==> config.mk <==
export PLATFORM = sky130hd
export DESIGN_NAME = spi_sub_port
export DESIGN_NICKNAME = d
export VERILOG_FILES = /design/src/rtl/spi_sub_pkg.sv /design/src/rtl/spi_sub_sync.sv /design/src/rtl/spi_sub_edge.sv /design/src/rtl/spi_sub_shift.sv /design/src/rtl/spi_sub_regs.sv /design/src/rtl/spi_sub_port.sv
export SDC_FILE = /design/constraint.sdc
export NUM_CORES = 1
export LEC_CHECK = 0
export BUFFER_PORTS_ARGS = -buffer_cell sky130_fd_sc_hd__buf_2
export CAP_MARGIN = 20
export CORE_MARGIN = 1.5
export CORE_UTILIZATION = 30
export DETAILED_ROUTE_END_ITERATION = 6
export PLACE_DENSITY = 0.54
export SYNTH_ARGS = -nofsm -noshare
export SYNTH_HDL_FRONTEND = slang
export SYNTH_SLANG_ARGS = --single-unit
==> constraint.sdc <==
create_clock -name clk_i -period 4.1 [get_ports clk_i]
set_clock_uncertainty 0.15 [all_clocks]
set_input_delay 0.205 -clock clk_i [delete_from_list [all_inputs] [get_ports clk_i]]
set_output_delay 0.205 -clock clk_i [all_outputs]
set_load 0.02 [all_outputs]
==> src/rtl/spi_sub_pkg.sv <==
`timescale 1ns/1ps
package spi_sub_pkg;
  localparam int DATA_W = 16;
  localparam int MIN_W  = 8;
  localparam int CNT_W  = $clog2(DATA_W + 1);

  typedef enum logic [1:0] {
    ADDR_CTRL = 2'd0,
    ADDR_STAT = 2'd1,
    ADDR_DATA = 2'd2,
    ADDR_INT  = 2'd3
  } reg_addr_e;

  localparam int CB_WEN  = 2;
  localparam int CB_CPHA = 3;
  localparam int CB_CPOL = 4;
  localparam int CB_MSTR = 5;
  localparam int CB_LSBF = 6;
  localparam int CB_IRQE = 7;
  localparam int CB_WLO  = 8;
  localparam int CB_WHI  = 11;

  localparam int SB_ABRT = 3;
  localparam int SB_OVR  = 5;
  localparam int SB_DONE = 7;

  localparam logic [DATA_W-1:0] CTRL_MASK =
    DATA_W'((1 << CB_WEN) | (1 << CB_CPHA) | (1 << CB_CPOL) | (1 << CB_LSBF) |
            (1 << CB_IRQE) | (((1 << (CB_WHI - CB_WLO + 1)) - 1) << CB_WLO));

  typedef struct packed {
    logic             cpha;
    logic             cpol;
    logic             lsbf;
    logic [CNT_W-1:0] wlen;
  } cfg_t;
endpackage

==> src/rtl/spi_sub_sync.sv <==
`timescale 1ns/1ps
module spi_sub_sync #(
  parameter int             W       = 3,
  parameter int             STAGES  = 2,
  parameter logic [W-1:0]   RST_VAL = '0
) (
  input  logic         clk_i,
  input  logic         rst_ni,
  input  logic [W-1:0] d_i,
  output logic [W-1:0] q_o
);
  logic [W-1:0] st_q [STAGES];

  always_ff @(posedge clk_i or negedge rst_ni) begin
    if (!rst_ni) begin
      for (int s = 0; s < STAGES; s++) st_q[s] <= RST_VAL;
    end else begin
      st_q[0] <= d_i;
      for (int s = 1; s < STAGES; s++) st_q[s] <= st_q[s-1];
    end
  end

  assign q_o = st_q[STAGES-1];
endmodule

==> src/rtl/spi_sub_edge.sv <==
`timescale 1ns/1ps
module spi_sub_edge (
  input  logic clk_i,
  input  logic rst_ni,
  input  logic sck_s_i,
  input  logic ss_s_i,
  input  logic cpol_i,
  input  logic cpha_i,
  output logic sample_o,
  output logic drive_o,
  output logic sel_fall_o,
  output logic sel_rise_o,
  output logic sel_act_o
);
  logic sck_q, ss_q;
  logic rise, fall, lead, trail;

  always_ff @(posedge clk_i or negedge rst_ni) begin
    if (!rst_ni) begin
      sck_q <= 1'b0;
      ss_q  <= 1'b1;
    end else begin
      sck_q <= sck_s_i;
      ss_q  <= ss_s_i;
    end
  end

  assign rise  = sck_s_i & ~sck_q;
  assign fall  = ~sck_s_i & sck_q;
  // leading edge leaves the idle level
  assign lead  = cpol_i ? fall : rise;
  assign trail = cpol_i ? rise : fall;

  assign sel_act_o  = ~ss_s_i;
  assign sel_fall_o = ss_q & ~ss_s_i;
  assign sel_rise_o = ~ss_q & ss_s_i;
  assign sample_o   = sel_act_o & (cpha_i ? trail : lead);
  assign drive_o    = sel_act_o & (cpha_i ? lead : trail);
endmodule

==> src/rtl/spi_sub_shift.sv <==
`timescale 1ns/1ps
module spi_sub_shift #(
  parameter int DATA_W = 16,
  parameter int CNT_W  = $clog2(DATA_W + 1)
) (
  input  logic              clk_i,
  input  logic              rst_ni,
  input  logic              sample_i,
  input  logic              drive_i,
  input  logic              sel_fall_i,
  input  logic              sel_rise_i,
  input  logic              mosi_i,
  input  logic              cpha_i,
  input  logic              lsbf_i,
  input  logic [CNT_W-1:0]  wlen_i,
  input  logic [DATA_W-1:0] tx_word_i,
  output logic              miso_o,
  output logic              done_o,
  output logic              abort_o,
  output logic [DATA_W-1:0] rx_word_o
);
  logic [DATA_W-1:0] tx_sh, rx_sh, rx_next, rx_aligned, mask;
  logic [DATA_W:0]   one_sh;
  logic [CNT_W-1:0]  bit_cnt;
  logic              started, fin, last_bit, drive_ok;

  assign rx_next    = lsbf_i ? {mosi_i, rx_sh[DATA_W-1:1]} : {rx_sh[DATA_W-2:0], mosi_i};
  assign one_sh     = (DATA_W+1)'(1) << wlen_i;
  assign mask       = one_sh[DATA_W-1:0] - 1'b1;
  assign rx_aligned = lsbf_i ? (rx_next >> (CNT_W'(DATA_W) - wlen_i)) : (rx_next & mask);
  assign last_bit   = (bit_cnt == wlen_i - 1'b1);
  // phase 1: first leading edge presents bit 0 that is already loaded
  assign drive_ok   = ~cpha_i | (bit_cnt != '0);

  always_ff @(posedge clk_i or negedge rst_ni) begin
    if (!rst_ni) begin
      tx_sh     <= '0;
      rx_sh     <= '0;
      bit_cnt   <= '0;
      started   <= 1'b0;
      fin       <= 1'b0;
      done_o    <= 1'b0;
      abort_o   <= 1'b0;
      rx_word_o <= '0;
    end else begin
      done_o  <= 1'b0;
      abort_o <= 1'b0;
      if (sel_fall_i) begin
        tx_sh   <= tx_word_i;
        bit_cnt <= '0;
        started <= 1'b0;
        fin     <= 1'b0;
      end else if (sel_rise_i) begin
        if (started && !fin) abort_o <= 1'b1;
        bit_cnt <= '0;
        started <= 1'b0;
        fin     <= 1'b0;
      end else if (!fin) begin
        if (sample_i) begin
          rx_sh   <= rx_next;
          bit_cnt <= bit_cnt + 1'b1;
          started <= 1'b1;
          if (last_bit) begin
            fin       <= 1'b1;
            done_o    <= 1'b1;
            rx_word_o <= rx_aligned;
          end
        end
        if (drive_i && drive_ok) begin
          tx_sh <= lsbf_i ? (tx_sh >> 1) : (tx_sh << 1);
        end
      end
    end
  end

  assign miso_o = lsbf_i ? tx_sh[0] : tx_sh[wlen_i - 1'b1];

  AST_FIN_FREEZE: assert property (@(posedge clk_i) disable iff (!rst_ni)
    ($past(fin) && !$past(sel_fall_i) && !$past(sel_rise_i)) |-> $stable(rx_sh));
  AST_ABORT_PAIRS_RISE: assert property (@(posedge clk_i) disable iff (!rst_ni)
    abort_o |-> $past(sel_rise_i));
  AST_DONE_AFTER_SAMPLE: assert property (@(posedge clk_i) disable iff (!rst_ni)
    done_o |-> $past(sample_i));
endmodule

==> src/rtl/spi_sub_regs.sv <==
`timescale 1ns/1ps
module spi_sub_regs
  import spi_sub_pkg::*;
#(
  parameter int DATA_W = spi_sub_pkg::DATA_W,
  parameter int CNT_W  = $clog2(DATA_W + 1)
) (
  input  logic              clk_i,
  input  logic              rst_ni,
  input  logic [1:0]        addr_i,
  input  logic              wr_i,
  input  logic              rd_i,
  input  logic [DATA_W-1:0] wdata_i,
  input  logic              done_i,
  input  logic              abort_i,
  input  logic [DATA_W-1:0] rx_word_i,
  output logic [DATA_W-1:0] rdata_o,
  output logic              cpha_o,
  output logic              cpol_o,
  output logic              lsbf_o,
  output logic [CNT_W-1:0]  wlen_o,
  output logic [DATA_W-1:0] tx_word_o,
  output logic              irq_o
);
  localparam int CODE_W = CB_WHI - CB_WLO + 1;

  logic [DATA_W-1:0] ctrl_q, rx_buf, tx_data;
  logic              done_f, ovr_f, abrt_f, arm_f, int_f;
  logic              stat_rd, data_acc, int_clr, take, ovr_set, done_clr;
  logic [CODE_W-1:0] code;
  reg_addr_e         addr;

  assign addr     = reg_addr_e'(addr_i);
  assign stat_rd  = rd_i & (addr == ADDR_STAT);
  assign data_acc = (rd_i | wr_i) & (addr == ADDR_DATA);
  assign int_clr  = wr_i & (addr == ADDR_INT) & wdata_i[0];
  assign take     = done_i & ~done_f;
  assign ovr_set  = done_i & done_f;
  assign done_clr = arm_f & data_acc;

  assign code = ctrl_q[CB_WHI:CB_WLO];
  always_comb begin
    if (!ctrl_q[CB_WEN])            wlen_o = CNT_W'(MIN_W);
    else if (code == '0)            wlen_o = CNT_W'(DATA_W);
    else if (int'(code) < MIN_W)    wlen_o = CNT_W'(MIN_W);
    else                            wlen_o = CNT_W'(code);
  end

  assign cpha_o    = ctrl_q[CB_CPHA];
  assign cpol_o    = ctrl_q[CB_CPOL];
  assign lsbf_o    = ctrl_q[CB_LSBF];
  assign tx_word_o = tx_data;
  assign irq_o     = int_f;

  always_ff @(posedge clk_i or negedge rst_ni) begin
    if (!rst_ni) begin
      ctrl_q  <= '0;
      rx_buf  <= '0;
      tx_data <= '0;
      done_f  <= 1'b0;
      ovr_f   <= 1'b0;
      abrt_f  <= 1'b0;
      arm_f   <= 1'b0;
      int_f   <= 1'b0;
    end else begin
      if (wr_i && addr == ADDR_CTRL) ctrl_q <= wdata_i & CTRL_MASK;
      if (wr_i && addr == ADDR_DATA) tx_data <= wdata_i;
      else if (abort_i)              tx_data <= '0;
      if (take) rx_buf <= rx_word_i;
      // set beats clear on every flag
      done_f <= take | (done_f & ~done_clr);
      arm_f  <= (stat_rd & done_f) | (arm_f & ~data_acc & done_f);
      ovr_f  <= ovr_set | (ovr_f & ~stat_rd);
      abrt_f <= abort_i | (abrt_f & ~stat_rd);
      int_f  <= (ctrl_q[CB_IRQE] & (done_i | abort_i)) | (int_f & ~int_clr);
    end
  end

  always_comb begin
    rdata_o = '0;
    unique case (addr)
      ADDR_CTRL: rdata_o = ctrl_q;
      ADDR_STAT: begin
        rdata_o[SB_DONE] = done_f;
        rdata_o[SB_OVR]  = ovr_f;
        rdata_o[SB_ABRT] = abrt_f;
      end
      ADDR_DATA: rdata_o = rx_buf;
      ADDR_INT:  rdata_o[0] = int_f;
    endcase
  end

  AST_ABORT_LATCH: assert property (@(posedge clk_i) disable iff (!rst_ni)
    abort_i |=> abrt_f);
  AST_OVR_KEEPS_BUF: assert property (@(posedge clk_i) disable iff (!rst_ni)
    (done_i && done_f) |=> ($stable(rx_buf) && ovr_f));
  AST_OVR_READ_CLR: assert property (@(posedge clk_i) disable iff (!rst_ni)
    (stat_rd && !ovr_set) |=> !ovr_f);
  AST_IRQ_FROM_EVENT: assert property (@(posedge clk_i) disable iff (!rst_ni)
    $rose(int_f) |-> $past(done_i || abort_i));
  AST_MSTR_ZERO: assert property (@(posedge clk_i) disable iff (!rst_ni)
    (wr_i && addr == ADDR_CTRL) |=> !ctrl_q[CB_MSTR]);
endmodule

==> src/rtl/spi_sub_port.sv <==
`timescale 1ns/1ps
module spi_sub_port
  import spi_sub_pkg::*;
#(
  parameter int SYNC_STAGES = 2
) (
  input  logic              clk_i,
  input  logic              rst_ni,
  input  logic              sck_i,
  input  logic              mosi_i,
  input  logic              ss_ni,
  output logic              miso_o,
  output logic              miso_oe_o,
  input  logic [1:0]        reg_addr_i,
  input  logic              reg_wr_i,
  input  logic              reg_rd_i,
  input  logic [DATA_W-1:0] reg_wdata_i,
  output logic [DATA_W-1:0] reg_rdata_o,
  output logic              irq_o
);
  logic [2:0]        pins_s;
  logic              sample, drive, sel_fall, sel_rise, sel_act, miso_raw;
  logic              done, abort;
  logic [DATA_W-1:0] rx_word, tx_word;
  cfg_t              cfg;

  spi_sub_sync #(.W(3), .STAGES(SYNC_STAGES), .RST_VAL(3'b100)) u_sync (
    .clk_i (clk_i),
    .rst_ni(rst_ni),
    .d_i   ({ss_ni, mosi_i, sck_i}),
    .q_o   (pins_s)
  );

  spi_sub_edge u_edge (
    .clk_i     (clk_i),
    .rst_ni    (rst_ni),
    .sck_s_i   (pins_s[0]),
    .ss_s_i    (pins_s[2]),
    .cpol_i    (cfg.cpol),
    .cpha_i    (cfg.cpha),
    .sample_o  (sample),
    .drive_o   (drive),
    .sel_fall_o(sel_fall),
    .sel_rise_o(sel_rise),
    .sel_act_o (sel_act)
  );

  spi_sub_shift #(.DATA_W(DATA_W), .CNT_W(CNT_W)) u_shift (
    .clk_i     (clk_i),
    .rst_ni    (rst_ni),
    .sample_i  (sample),
    .drive_i   (drive),
    .sel_fall_i(sel_fall),
    .sel_rise_i(sel_rise),
    .mosi_i    (pins_s[1]),
    .cpha_i    (cfg.cpha),
    .lsbf_i    (cfg.lsbf),
    .wlen_i    (cfg.wlen),
    .tx_word_i (tx_word),
    .miso_o    (miso_raw),
    .done_o    (done),
    .abort_o   (abort),
    .rx_word_o (rx_word)
  );

  spi_sub_regs #(.DATA_W(DATA_W), .CNT_W(CNT_W)) u_regs (
    .clk_i    (clk_i),
    .rst_ni   (rst_ni),
    .addr_i   (reg_addr_i),
    .wr_i     (reg_wr_i),
    .rd_i     (reg_rd_i),
    .wdata_i  (reg_wdata_i),
    .done_i   (done),
    .abort_i  (abort),
    .rx_word_i(rx_word),
    .rdata_o  (reg_rdata_o),
    .cpha_o   (cfg.cpha),
    .cpol_o   (cfg.cpol),
    .lsbf_o   (cfg.lsbf),
    .wlen_o   (cfg.wlen),
    .tx_word_o(tx_word),
    .irq_o    (irq_o)
  );

  assign miso_oe_o = sel_act;
  assign miso_o    = sel_act & miso_raw;

  AST_OE_OFF_DESEL: assert property (@(posedge clk_i) disable iff (!rst_ni)
    ($past(ss_ni) && $past(ss_ni, 2) && $past(ss_ni, 3)) |-> (!miso_oe_o && !miso_o));
  AST_OE_ON_SEL: assert property (@(posedge clk_i) disable iff (!rst_ni)
    (!$past(ss_ni) && !$past(ss_ni, 2) && !$past(ss_ni, 3)) |-> miso_oe_o);
endmodule

-- Yosys cells after proc, flatten, opt, wreduce, memory -nomap -nowiden
Cells that the tools add are included.
- flip-flop bits (word level): 111
- bits of input ports: 25
- output and inout port bits: 19
- $add $sub $neg: 4
- order comparisons: 2
- equality and inequality tests: 7
- shift operators: 2
- mux-type cells: 46
- bitwise logic cells: 44
- reduce and logical (&&, ||, !) cells: 15
- operators by type and width (cell ; count):
    2-to-1 mux 16 bit ; 9
    2-to-1 mux 5 bit ; 6
    AND 1 bit ; 22
    2-to-1 mux 1 bit ; 21
    AND 16 bit ; 1
    one-hot mux 8 bit (2 select lines) ; 1
    left shift 1 x 5 -> 16 bit (first input constant) ; 1
    right shift 16 x 5 -> 16 bit ; 1
    subtractor 16 x 1 -> 16 bit (second input constant) ; 1
    inverter 1 bit ; 13
    bitwise OR 1 bit ; 8
    one-hot mux 1 bit (2 select lines) ; 4
    one-hot mux 1 bit (3 select lines) ; 2
    adder 5 x 1 -> 5 bit (second input constant) ; 1
    equality test 5 bit ; 1
    less-than comparator 5 bit (second input constant) ; 1
    AND reduction 5 bit ; 1
    nonzero test 5 bit ; 1
    subtractor 5 x 1 -> 5 bit (second input constant) ; 1
    subtractor 5 bit (first input constant) ; 1
    binary-select mux 1 bit (select 4 bit) ; 1
    equality test 2 bit (second input constant) ; 2
    logical AND 1 bit ; 4
    logical NOT 4 bit ; 1
    13 further kinds ; 15

-- Logic depth before layout (Yosys ltp)
Gate-level depths: netlist of the first run.
- depth in word-level cells: 11
- mapped depth: 14

-- Cells and area by module
A second synthesis of the first run with hierarchy kept.
- cell total of the unflattened synthesis: 713
- area total of the unflattened synthesis: 6861.6 um^2
- by module, submodules not included (module ; times used ; cells each ; area each (um^2)):
    spi_sub_shift ; 1 ; 516 ; 4430.5
    spi_sub_regs ; 1 ; 177 ; 2135.8
    spi_sub_sync ; 1 ; 9 ; 175.2
    spi_sub_edge ; 1 ; 10 ; 113.9
    spi_sub_port ; 1 ; 1 ; 6.3

-- Least setup slack after synthesis of the first run
OpenSTA, ideal clock, no wires.
- path kind: flip-flop to flip-flop
- from: register u_regs.ctrl_q[11]
- to: register u_shift.rx_word_o[3]
- library setup time: 0.125 ns
- arrival time: 3.024 ns
- required time: 3.825 ns
- slack: 0.802 ns
- stages on the path, launching flop included: 15
- path through: dfrtp_1 -> buf_4 -> nand3_1 -> buf_4 -> buf_2 -> ha_1 -> ha_1 -> clkbuf_1 -> inv_1 -> clkbuf_1 -> nor3_1 -> a21oi_1 -> a2bb2oi_1 -> o21ai_0 -> mux2_2
- longest elaborated chain between the ends: 8
- elaborated cells between the ends (all ways): 14
- those cells by class: add/sub: 3; order compare: 1; eq/ne: 1; shift: 2; mux: 4; bitwise: 1; reduce/logical: 2
- RTL lines (element ; line ; text):
    from (decl) ; spi_sub_regs.sv:27 ; logic [DATA_W-1:0] ctrl_q, rx_buf, tx_data;
    from (signal assigned) ; spi_sub_regs.sv:66 ; if (wr_i && addr == ADDR_CTRL) ctrl_q <= wdata_i & CTRL_MASK;
    less-than comparator 4 bit ; spi_sub_regs.sv:45 ; else if (int'(code) < MIN_W) wlen_o = CNT_W'(MIN_W);
    2-to-1 mux 4 bit ; spi_sub_regs.sv:45 ;
    2-to-1 mux 5 bit (*) ; spi_sub_regs.sv:44 ; else if (code == '0) wlen_o = CNT_W'(DATA_W);
    2-to-1 mux 5 bit (*) ; spi_sub_regs.sv:43 ; if (!ctrl_q[CB_WEN]) wlen_o = CNT_W'(MIN_W);
    left shift 1 x 5 -> 16 bit ; spi_sub_shift.sv:28 ; assign one_sh = (DATA_W+1)'(1) << wlen_i;
    subtractor 16 x 1 -> 16 bit ; spi_sub_shift.sv:29 ; assign mask = one_sh[DATA_W-1:0] - 1'b1;
    AND 16 bit ; spi_sub_shift.sv:30 ; assign rx_aligned = lsbf_i ? (rx_next >> (CNT_W'(DATA_W) - wlen_i)) : (rx_next & mask);
    2-to-1 mux 16 bit ; spi_sub_shift.sv:30 ;
    to (signal assigned) ; spi_sub_shift.sv:66 ; rx_word_o <= rx_aligned;
    to (decl) ; spi_sub_shift.sv:20 ; output logic [DATA_W-1:0] rx_word_o
Every way passes the cells marked *; elsewhere a longest branch is shown, timed or not.
A chain may end at the register's enable or synchronous reset.

-- Final worst setup path of the first run
- from: register u_regs.ctrl_q[2]
- to: output miso_o
- longest elaborated chain between the ends: 6
- RTL lines (element ; line ; text):
    2-to-1 mux 5 bit ; spi_sub_regs.sv:43 ;
    subtractor 5 x 1 -> 5 bit ; spi_sub_shift.sv:76 ; assign miso_o = lsbf_i ? tx_sh[0] : tx_sh[wlen_i - 1'b1];
    binary-select mux 1 bit (select 4 bit) ; spi_sub_shift.sv:76 ;
    2-to-1 mux 1 bit (implied by the code) ; spi_sub_shift.sv:76 ;
    2-to-1 mux 1 bit ; spi_sub_shift.sv:76 ;
    AND 1 bit ; spi_sub_port.sv:86 ; assign miso_o = sel_act & miso_raw;
    to (decl) ; spi_sub_port.sv:12 ; output logic miso_o,
No other way between the ends. The select of a mux whose other input is x is not followed.

==> impl_metrics.py, run 1 <==
metrics = {
    "synth": {
        "syn_inst": 626,
        "syn_area_sq_um": 6420,
        "ys_ff_latch": 111,
        "synth_edf_count": 0,
        "synth-main-ff-cell": "dfrtp_1",
        "async_reset_ff_share_pct": 100,
        "avgSynthCellArea_sq_um": 10.3,
        "yosysSeqAreaShare_pct": 43.3,
        "yosysTopAreaCell": "dfrtp_1",
        "yosys_warnings": 0,
        "synthAdderAreaFrac_pct": 3.12,
        "synth_compound_area_share_pct": 15.6,
        "yosys.area_share.xor_xnor_pct": 1.09,
        "synth_top_area_share_pct": 42.1,
        "synth_top_family_by_area": "multiplexers",
        "yosys-top-cells-area": "dfrtp_1 42%, mux2_2 8.9%, mux2i_1 7.3%",
        "synth_cell_types": 65,
        "muxShareOfSynthArea_pct": 19.8,
        "synth-simple-area-share_pct": 13.3,
    },
    "placement": {
        "gp_congestion": 0.903,
        "hpwl_microns": 12100,
        "port_buffers": 43,
        "dp.cells": 919,
        "dpl_cell_area_sq_um": 6920,
    },
    "setup_path": {
        "setup.reg_to_reg.worst_slack_ns": 0.64,
        "critPathLaunch": "u_regs.ctrl_q[2]",
        "cp_slowest_cell": "dfrtp_1",
        "cp-end-kind": "primary output",
        "start_kind": "flip-flop",
        "slowest_delay_ns": 0.57,
        "cp_cell_sequence": "nand3_1 -> buf_4 -> inv_1 -> mux4_2 -> mux4_2 -> nand2_1 -> a21oi_1 -> buf_2",
        "cp.required_ns": 3.74,
        "crit_top_cell": "mux4_2",
        "criticalPathCategory": "reg2out",
        "r2r-start": "u_regs.ctrl_q[2]",
        "arrival_ns": 3.31,
        "crit_fanout": 19,
    },
    "clock_tree": {
        "h-tree-depth": 3,
        "ctsLongestPathBuffers": 2,
        "cts_tree": "yes",
        "clk_latency_ns": 0.37,
        "clk_pin_slew_ns": 0.08,
        "cts.sink_count": 111,
        "cts_made_buffers": 9,
        "cts_setup_buffers": 0,
        "clockRootBuffer": "clkbuf_16",
    },
    "global_route": {
        "overflow": 0,
        "grt_pass1_vias": 4992,
        "grtUsageTotal_pct": 15.8,
        "grt_pass1_wl_microns": 27400,
        "grt_max_degree": 45,
        "antenna_found_initial": 0,
    },
    "sta": {
        "rsz0062_at_grt": "false",
        "worst_pin_slew_ns": 0.971,
        "setup_tns_ns": 0,
        "min_period_over_period_pct": 89.3,
        "setup_violations": 0,
        "final_max_slew_viol_count": 0,
        "hold_viol": 0,
        "fin_crit_ns": 3.66,
        "fmax_mhz": 273,
        "slew_headroom_pct": 35.3,
    },
    "drt": {
        "drt.antenna.violating_nets": 0,
        "finalWirelength_microns": 16700,
        "vias_per_cell": 5.16,
        "avgRoutedWirePerCell_microns": 17.5,
        "vias": 4929,
        "drtIter0Drc": 242,
        "drc": 0,
        "dr.pass1.iters": 5,
    },
    "layout": {
        "post-route-cell-area_sq_um": 7430,
        "nets": 717,
        "nFillCells": 2163,
        "antenna_cells": 0,
        "fin_cells": 956,
        "ff_latch_area_sq_um": 2780,
        "multi_input_area_sq_um": 3420,
        "fin_util_pct": 35.3,
        "area_growth_pct": 15.6,
        "drive_above_1_share_pct": 21.7,
    },
    "floorplan": {
        "dieWidth_microns": 149,
        "num_io_pins": 44,
        "core_area_sq_um": 21000,
        "initial_core_util_pct": 30.6,
        "die_h_microns": 149,
        "dieArea_sq_um": 22300,
        "rows": 53,
    },
    "job": {
        "drv_cap": 0,
    },
    "min_path": {
        "hold_class": "in2reg",
        "min_from": "reg_rd_i",
    },
    "power_and_ir_drop": {
        "p_leak_nw": 3.27,
        "power_mw": 4.07,
        "vdd_drop_max_uv": 226,
        "powerDensity_nw_per_um2": 548,
    },
    "outcome": {
        "status": "finished, final reports clean",
    },
}
metal layers:
| metal | up-vias | track usage [%] | part of all wire [%] |
|---|---|---|---|
| li1 | 2366 | - | - |
| met1 | 2420 | 21.8 | 47 |
| met2 | 120 | 25.4 | 47 |
| met3 | 23 | 2.63 | 3.7 |
| met4 | 0 | 4.80 | 2.2 |
| met5 | - | 0 | 0 |
stage by stage:
step | setup WS [ns] | hold slack, ns
5_1_grt | 0.231 | 0.0361
4_1_cts | 0.416 | 0.0204
6_report | 0.437 | 0.0266
3_3_place_gp | 0.744 | 0.0104
3_5_place_dp | 0.664 | 0.00198
2_1_floorplan | 0.802 | -0.241
flip-flops by register name (all words and copies together) (netlist names), 5 cells and up:
name	flops
u_regs.rx_buf	16
u_regs.tx_word_o	16
u_shift.bit_cnt	5
u_shift.rx_word_o	16
u_shift.rx_sh	16
u_shift.tx_sh	16
u_regs.ctrl_q	9
final timing paths:
path,end,cells after the start
max,miso_o,8
max reg2reg,u_shift.rx_word_o[10],9
max in group asynchronous,u_regs.rx_buf[0],3
min in group asynchronous,u_sync.q_o[1],2
min reg2reg,u_sync.q_o[1],0
min,u_regs.arm_f,3
placed cells by master (no fill, tap or decap), types with 3 or more instances in the layout:
cell type,n
nor2b_1,5
mux2i_1,47
xor2_1,3
dlygate4sd3_1,21
o211ai_1,5
a21oi_1,27
buf_4,14
and2_1,8
inv_1,17
buf_2,42
dfstp_2,3
xnor2_1,5
ha_1,16
a21boi_0,3
a211oi_1,3
nor2_1,45
nand2_1,61
mux4_2,10
o21ai_0,51
a22o_1,10
or2_2,3
nor3_1,8
dfrtp_1,107
a32oi_1,3
mux2_2,51
nand2b_1,22
a31oi_1,14
nand3_1,11
clkbuf_16,9
synth_stat cells, drive strengths merged, types with 4 or more instances:
master  count
or2         4
and2        8
nand2b     22
a211oi      4
nor3        8
nand3      11
xnor2       5
nor2       45
mux2       51
ha         16
mux2i      47
o21ai      52
nor2b       5
clkbuf     25
mux4       10
a22o       10
o211ai      5
buf        14
dfrtp     108
a31oi      14
inv        17
nand2      61
a21oi      27
power by group:
part	switching, mW	internal [mW]	total, mW
Sequential	0.322	1.38	1.70
Combinational	0.789	0.692	1.48
Clock	0.441	0.443	0.885
layout make-up:
cell class,count,area share [%]
Multi-Input combinational cell,460,46.0
Clock inverter,5,0.708
Timing Repair Buffer,77,7.08
Tap cell,275,4.63
Sequential cell,111,37.5
Inverter,17,0.859
Clock buffer,11,3.27
logic make-up after synthesis:
family / count (synthesis)
buf+inv: 56
fa+ha+maj: 16
xor+xnor: 8
simple gates: 176
flops: 111
mux: 108
compound gates: 150
other cells: 1
critical path: cells and delay by family, from the launching register on:
| family | cells | cell delay, ns |
|---|---|---|
| AO/OA/AOI/OAI | 1 | 0.10 |
| flip-flops | 1 | 0.57 |
| buffers and inverters | 3 | 0.94 |
| multiplexers | 2 | 1.06 |
| AND/OR/NAND/NOR | 2 | 0.25 |
repair_timing:
action | in CTS | in global routing
hold buffers | 21 | 0
endpoints found under the hold margin | 56 | 0
gates resized for setup | 0 | 0
Power figures use the tool's default switching activity.
==> run 2, diff against run 1 <==
--- a/config.mk
+++ b/config.mk
@@ -5,6 +5,7 @@
 export SDC_FILE = /design/constraint.sdc
 export NUM_CORES = 1
 export LEC_CHECK = 0
+export ABC_AREA = 1
 export BUFFER_PORTS_ARGS = -buffer_cell sky130_fd_sc_hd__buf_2
 export CAP_MARGIN = 20
 export CORE_MARGIN = 1.5
==> run 2 against run 1 <==
- combinational power fell by 12%
- fmax grew 8.4%
- wire length increased by 9.7%
- critical path type unchanged
- critical endpoint unchanged
- largest power group unchanged
==> impl_metrics.py, run 2 <==
metrics = {
    "floorplan": {
        "rows": 53,
        "dieArea_sq_um": 22300,
        "die_h_microns": 149,
        "dieWidth_microns": 149,
        "core_area_sq_um": 21000,
        "num_io_pins": 44,
        "initial_core_util_pct": 30.5,
    },
    "power_and_ir_drop": {
        "power_mw": 3.79,
        "p_leak_nw": 3.73,
        "powerDensity_nw_per_um2": 511,
        "vdd_drop_max_uv": 220,
    },
    "placement": {
        "hpwl_microns": 13600,
        "preCtsSetupSlack_ns": 1.10,
        "dp.cells": 1164,
        "port_buffers": 43,
        "gp_congestion": 0.908,
    },
    "synth": {
        "yosysTopAreaCell": "dfrtp_1",
        "synth-main-ff-cell": "dfrtp_1",
        "yosys-top-cells-area": "dfrtp_1 42%, nand2_1 16%, nand3_1 8.8%",
        "synth_top_area_share_pct": 42.1,
        "synth_edf_count": 0,
        "syn_inst": 870,
        "async_reset_ff_share_pct": 100,
        "ys_ff_latch": 111,
        "syn_area_sq_um": 6420,
        "yosysMostFrequentCell": "nand2_1",
        "synthTopCellsByCount": "276 x nand2_1, 113 x nand3_1, 108 x dfrtp_1",
        "synth_cell_types": 40,
        "yosysSeqAreaShare_pct": 43.3,
        "yosys_warnings": 0,
        "avgSynthCellArea_sq_um": 7.38,
    },
    "job": {
        "drv_cap": 0,
    },
    "min_path": {
        "hold_class": "in2reg",
    },
    "drt": {
        "drc": 0,
        "drt.antenna.violating_nets": 0,
        "dr.pass1.iters": 5,
        "avgRoutedWirePerCell_microns": 15.3,
        "finalWirelength_microns": 18400,
        "drtIter0Drc": 406,
        "vias": 5851,
        "vias_per_cell": 4.88,
    },
    "clock_tree": {
        "cts_made_buffers": 9,
        "clk_latency_ns": 0.38,
        "h-tree-depth": 3,
        "cts_tree": "yes",
        "post_cts_resized": 0,
        "ctsLongestPathBuffers": 2,
        "clockRootBuffer": "clkbuf_16",
        "clk_pin_slew_ns": 0.09,
        "cts.sink_count": 111,
    },
    "sta": {
        "hold_ws_ns": 0.0171,
        "min_period_over_period_pct": 82.4,
        "hold_viol": 0,
        "fin_crit_ns": 3.38,
        "setup_tns_ns": 0,
        "rsz0062_at_grt": "false",
        "fmax_mhz": 296,
        "slew_headroom_pct": 49.5,
        "setup_violations": 0,
        "worst_pin_slew_ns": 0.756,
        "final_max_slew_viol_count": 0,
        "layout_setup_ws_ns": 0.721,
    },
    "layout": {
        "area_growth_pct": 15.7,
        "layout_commonest_cell": "nand2_1",
        "nFillCells": 2242,
        "final_cell_mix": "276 x nand2_1, 113 x nand3_1, 108 x dfrtp_1, 98 x inv_1, 71 x o21ai_0",
        "fin_cells": 1200,
        "drive_above_1_share_pct": 11.6,
        "antenna_cells": 0,
        "nets": 961,
    },
    "global_route": {
        "grt_max_degree": 73,
        "antenna_found_initial": 0,
        "grtUsageTotal_pct": 17.6,
        "grt_pass1_wl_microns": 30500,
        "grt_pass1_vias": 5828,
        "overflow": 0,
    },
    "outcome": {
        "status": "finished, final reports clean",
    },
    "setup_path": {
        "cp.required_ns": 3.74,
        "start_kind": "flip-flop",
        "critPathLaunch": "u_regs.ctrl_q[11]",
        "setup.reg_to_reg.worst_slack_ns": 1.11,
        "r2r_cells": 9,
        "crit_fanout": 20,
        "criticalPathCategory": "reg2out",
        "r2r_end": "u_shift.rx_word_o[13]",
        "cp-end-kind": "primary output",
        "r2r-start": "u_regs.ctrl_q[11]",
        "arrival_ns": 3.02,
        "crit_path_end": "miso_o",
    },
}
## run 2: cell count changes in the layout (fill, tap and decap cells not counted), moves of 9 or more
cell | before | now
a21oi_1 | 27 | 18
nand2_1 | 61 | 276
nand2b_1 | 22 | 0
inv_1 | 17 | 98
nand3_1 | 11 | 113
o22ai_1 | 1 | 15
mux2i_1 | 47 | 0
mux2_2 | 51 | 14
mux4_2 | 10 | 0
o21ai_0 | 51 | 71
## run 2: cell type report
cell class                 count  area (sq um)  area share [%]
clock buffer                   9           225            3.03
clock inverter                 7          96.3            1.30
inverter                     104           390            5.26
multi-input combinational    622          3090            41.6
sequential                   111          2780            37.5
tap                          275           344            4.63
timing repair buffer          72           498            6.71
## run 2: cell families after synthesis
logic type / share of synthesized area, %
buffers and inverters: 8.64
AO/OA/AOI/OAI: 11.8
flip-flops: 43.3
adder cells (fa/ha/maj): 3.12
XOR/XNOR: 0.273
multiplexers: 2.46
other: 0.0584
AND/OR/NAND/NOR: 30.4
## run 2: stage by stage
step                      util, %  area, sq um
final                        35.3         7420
after global routing         35.3         7420
after global placement       32.8         6900
after CTS                    35.3         7420
after floorplan                 -         6420
after detailed placement     32.8         6900
## run 2: how the worst min path moves through the flow
stage                    startpoint              endpoint  slack, ns  cells after the start
detailed placement           rst_ni      u_shift.rx_sh[0]       0.08                      1
floorplan                    rst_ni          u_edge.sck_q      -0.24                      0
global placement             rst_ni     u_shift.rx_sh[13]       0.09                      1
global route        reg_wdata_i[11]  u_regs.tx_word_o[11]       0.01                      3
CTS                 reg_wdata_i[11]  u_regs.tx_word_o[11]      0.001                      3
finish              reg_wdata_i[11]  u_regs.tx_word_o[11]       0.02                      3
## run 2: what timing repair did
action / CTS / global route
hold buffers: 20 / 0
hold endpoints to repair: 67 / 0
buffers inserted: 0 / 0
## run 2: critical path, stage by stage (launching register included)
cell     delay [ns]
dfrtp_1        0.47
nand2_2        0.12
nor2_1         0.20
inv_1          0.11
ha_1           0.41
inv_1          0.54
a21oi_1        0.07
o21ai_0        0.10
nand3_1        0.09
nand3_1        0.09
nand2_1        0.06
a21oi_1        0.19
buf_2          0.20
## run 2: layer usage
layer / track usage (%) / routed length, microns
met5: 0 / 0
met4: 5.79 / 438
met3: 2.78 / 576
met2: 29.4 / 8800
met1: 23.2 / 8550
## run 2: where the power goes
| part | leakage [nW] | switching, mW | total [mW] | internal (mW) |
|---|---|---|---|---|
| sequential | 1.41 | 0.177 | 1.54 | 1.36 |
| combinational | 2.17 | 0.865 | 1.30 | 0.431 |
| clock | 0.156 | 0.506 | 0.958 | 0.452 |
| total | 3.73 | 1.55 | 3.79 | 2.24 |
==> run 3, diff against run 2 <==
--- a/config.mk
+++ b/config.mk
@@ -5,13 +5,13 @@
 export SDC_FILE = /design/constraint.sdc
 export NUM_CORES = 1
 export LEC_CHECK = 0
-export ABC_AREA = 1
+export ABC_AREA = 0
 export BUFFER_PORTS_ARGS = -buffer_cell sky130_fd_sc_hd__buf_2
 export CAP_MARGIN = 20
 export CORE_MARGIN = 1.5
 export CORE_UTILIZATION = 30
 export DETAILED_ROUTE_END_ITERATION = 6
-export PLACE_DENSITY = 0.54
+export PLACE_DENSITY = 0.56
 export SYNTH_ARGS = -nofsm -noshare
 export SYNTH_HDL_FRONTEND = slang
 export SYNTH_SLANG_ARGS = --single-unit
==> constraint.sdc (replaced) <==
create_clock -name clk_i -period 3 [get_ports clk_i]
set_clock_uncertainty 0.15 [all_clocks]
set_input_delay 0.15 -clock clk_i [delete_from_list [all_inputs] [get_ports clk_i]]
set_output_delay 0.15 -clock clk_i [all_outputs]
set_load 0.02 [all_outputs]
==> run 3 against run 2 <==
- utilization rose by 1.4 points
- sequential share of layout area down 1.4 points
- combinational power rose by 65%
- sequential power rose by 50%
- via count down 15%
- power increased by 52%
- critical endpoint unchanged
- largest power group unchanged
==> impl_metrics.py, run 3 (synthesis results as in run 1) <==
metrics = {
    "outcome": {
        "status": "finished, final reports clean",
    },
    "global_route": {
        "overflow": 0,
        "grt_max_degree": 54,
        "grt_pass1_vias": 4918,
        "antenna_found_initial": 0,
        "grt_pass1_wl_microns": 26900,
        "grtUsageTotal_pct": 15.5,
    },
    "sta": {
        "fmax_mhz": 345,
        "hold_ws_ns": 0.130,
        "worst_pin_slew_ns": 0.663,
        "setup_violations": 0,
        "slew_headroom_pct": 55.8,
        "fin_crit_ns": 2.90,
        "layout_setup_ws_ns": 0.104,
        "rsz0062_at_grt": "true",
        "min_period_over_period_pct": 96.5,
        "setup_tns_ns": 0,
        "final_max_slew_viol_count": 0,
        "hold_viol": 0,
    },
    "power_and_ir_drop": {
        "powerDensity_nw_per_um2": 749,
        "power_mw": 5.78,
        "p_leak_nw": 3.40,
        "vdd_drop_max_uv": 304,
    },
    "setup_path": {
        "cp-end-kind": "primary output",
        "setup.reg_to_reg.worst_slack_ns": 0.14,
        "criticalPathCategory": "reg2out",
        "arrival_ns": 2.60,
        "critPathLaunch": "u_regs.ctrl_q[2]",
        "cp.required_ns": 2.70,
        "start_kind": "flip-flop",
        "crit_fanout": 3,
        "r2r-start": "u_regs.ctrl_q[8]",
    },
    "floorplan": {
        "core_area_sq_um": 21000,
        "rows": 53,
        "num_io_pins": 44,
        "die_h_microns": 149,
        "dieArea_sq_um": 22300,
        "initial_core_util_pct": 30.6,
        "dieWidth_microns": 149,
    },
    "clock_tree": {
        "clk_latency_ns": 0.36,
        "cts.sink_count": 111,
        "ctsLongestPathBuffers": 2,
        "h-tree-depth": 3,
        "cts_tree": "yes",
        "cts_made_buffers": 9,
        "clk_pin_slew_ns": 0.09,
        "clockRootBuffer": "clkbuf_16",
    },
    "drt": {
        "avgRoutedWirePerCell_microns": 17.0,
        "finalWirelength_microns": 16600,
        "dr.pass1.iters": 5,
        "drt-met1-wl_microns": 7690,
        "vias_per_cell": 5.06,
        "drc": 0,
        "drt.antenna.violating_nets": 0,
        "met3WireLength_microns": 661,
        "drtIter0Drc": 270,
        "top_layer": "met4",
        "vias": 4946,
        "route.met2.wl_microns": 7970,
    },
    "placement": {
        "hpwl_microns": 12000,
        "gp_congestion": 0.882,
        "port_buffers": 43,
        "preCtsSetupSlack_ns": 0.188,
        "dp.cells": 934,
        "dpl_cell_area_sq_um": 7060,
    },
    "layout": {
        "drive_above_1_share_pct": 25.2,
        "post-route-cell-area_sq_um": 7710,
        "final_cell_mix": "106 x dfrtp_1, 61 x nand2_1, 51 x o21ai_0, 51 x mux2_2, 47 x mux2i_1",
        "area_growth_pct": 20.1,
        "nets": 738,
        "fin_cells": 977,
        "nFillCells": 2106,
        "layout_commonest_cell": "dfrtp_1",
        "antenna_cells": 0,
        "fin_util_pct": 36.7,
    },
    "job": {
        "drv_cap": 0,
    },
    "min_path": {
        "hold_class": "in2async",
    },
}
-- run 3: cell types whose count changed in the layout (fill, tap and decap cells not counted), moves of 10 or more --
cell	change
mux2_2	+37
nand2b_1	+22
buf_4	+22
o22ai_1	-14
o21ai_0	-20
mux2i_1	+47
nand3_1	-104
mux4_2	+10
inv_1	-84
nand2_1	-215
-- run 3: repair_timing --
item	in CTS	in global routing
resized for setup	7	10
hold endpoints to repair	63	0
setup buffers	3	2
pin swaps	0	1
hold buffers	22	0
setup endpoints to repair	1	2
-- run 3: layout make-up --
cell class	instances	area, sq um	share of cell area (%)
flip-flops and latches	111	2780	36.1
inverters	17	75.1	0.973
clock buffers	9	225	2.92
clock inverters	7	97.6	1.27
well taps	275	344	4.46
multi-input cells	460	3460	44.8
repair buffers	98	729	9.46
-- run 3: power by group --
part / switching (mW) / internal, mW
clock network: 0.633 / 0.679
logic: 1.11 / 1.04
registers: 0.427 / 1.88
-- run 3: critical path, cell delays in order, from the launching register on --
cell	delay, ns
dfrtp_1	0.44
nand3_4	0.13
ha_4	0.28
inv_4	0.09
mux4_2	0.49
mux4_2	0.45
nand2_1	0.11
a21oi_2	0.09
buf_4	0.16
-- run 3: worst paths after layout --
path,end,depth (start not counted)
min in group clk_i,u_regs.irq_o,5
worst min-delay path,u_shift.rx_sh[14],2
worst max-delay path,miso_o,8
worst min register to register,u_sync.q_o[1],0
max in group asynchronous,u_regs.ctrl_q[11],3
worst max register to register,u_shift.rx_word_o[3],8
-- run 3: layer usage --
metal	up-vias	global-route usage (%)
met5	-	0
met3	19	3.00
met4	0	4.50
met1	2411	20.8
li1	2408	-
met2	108	25.3
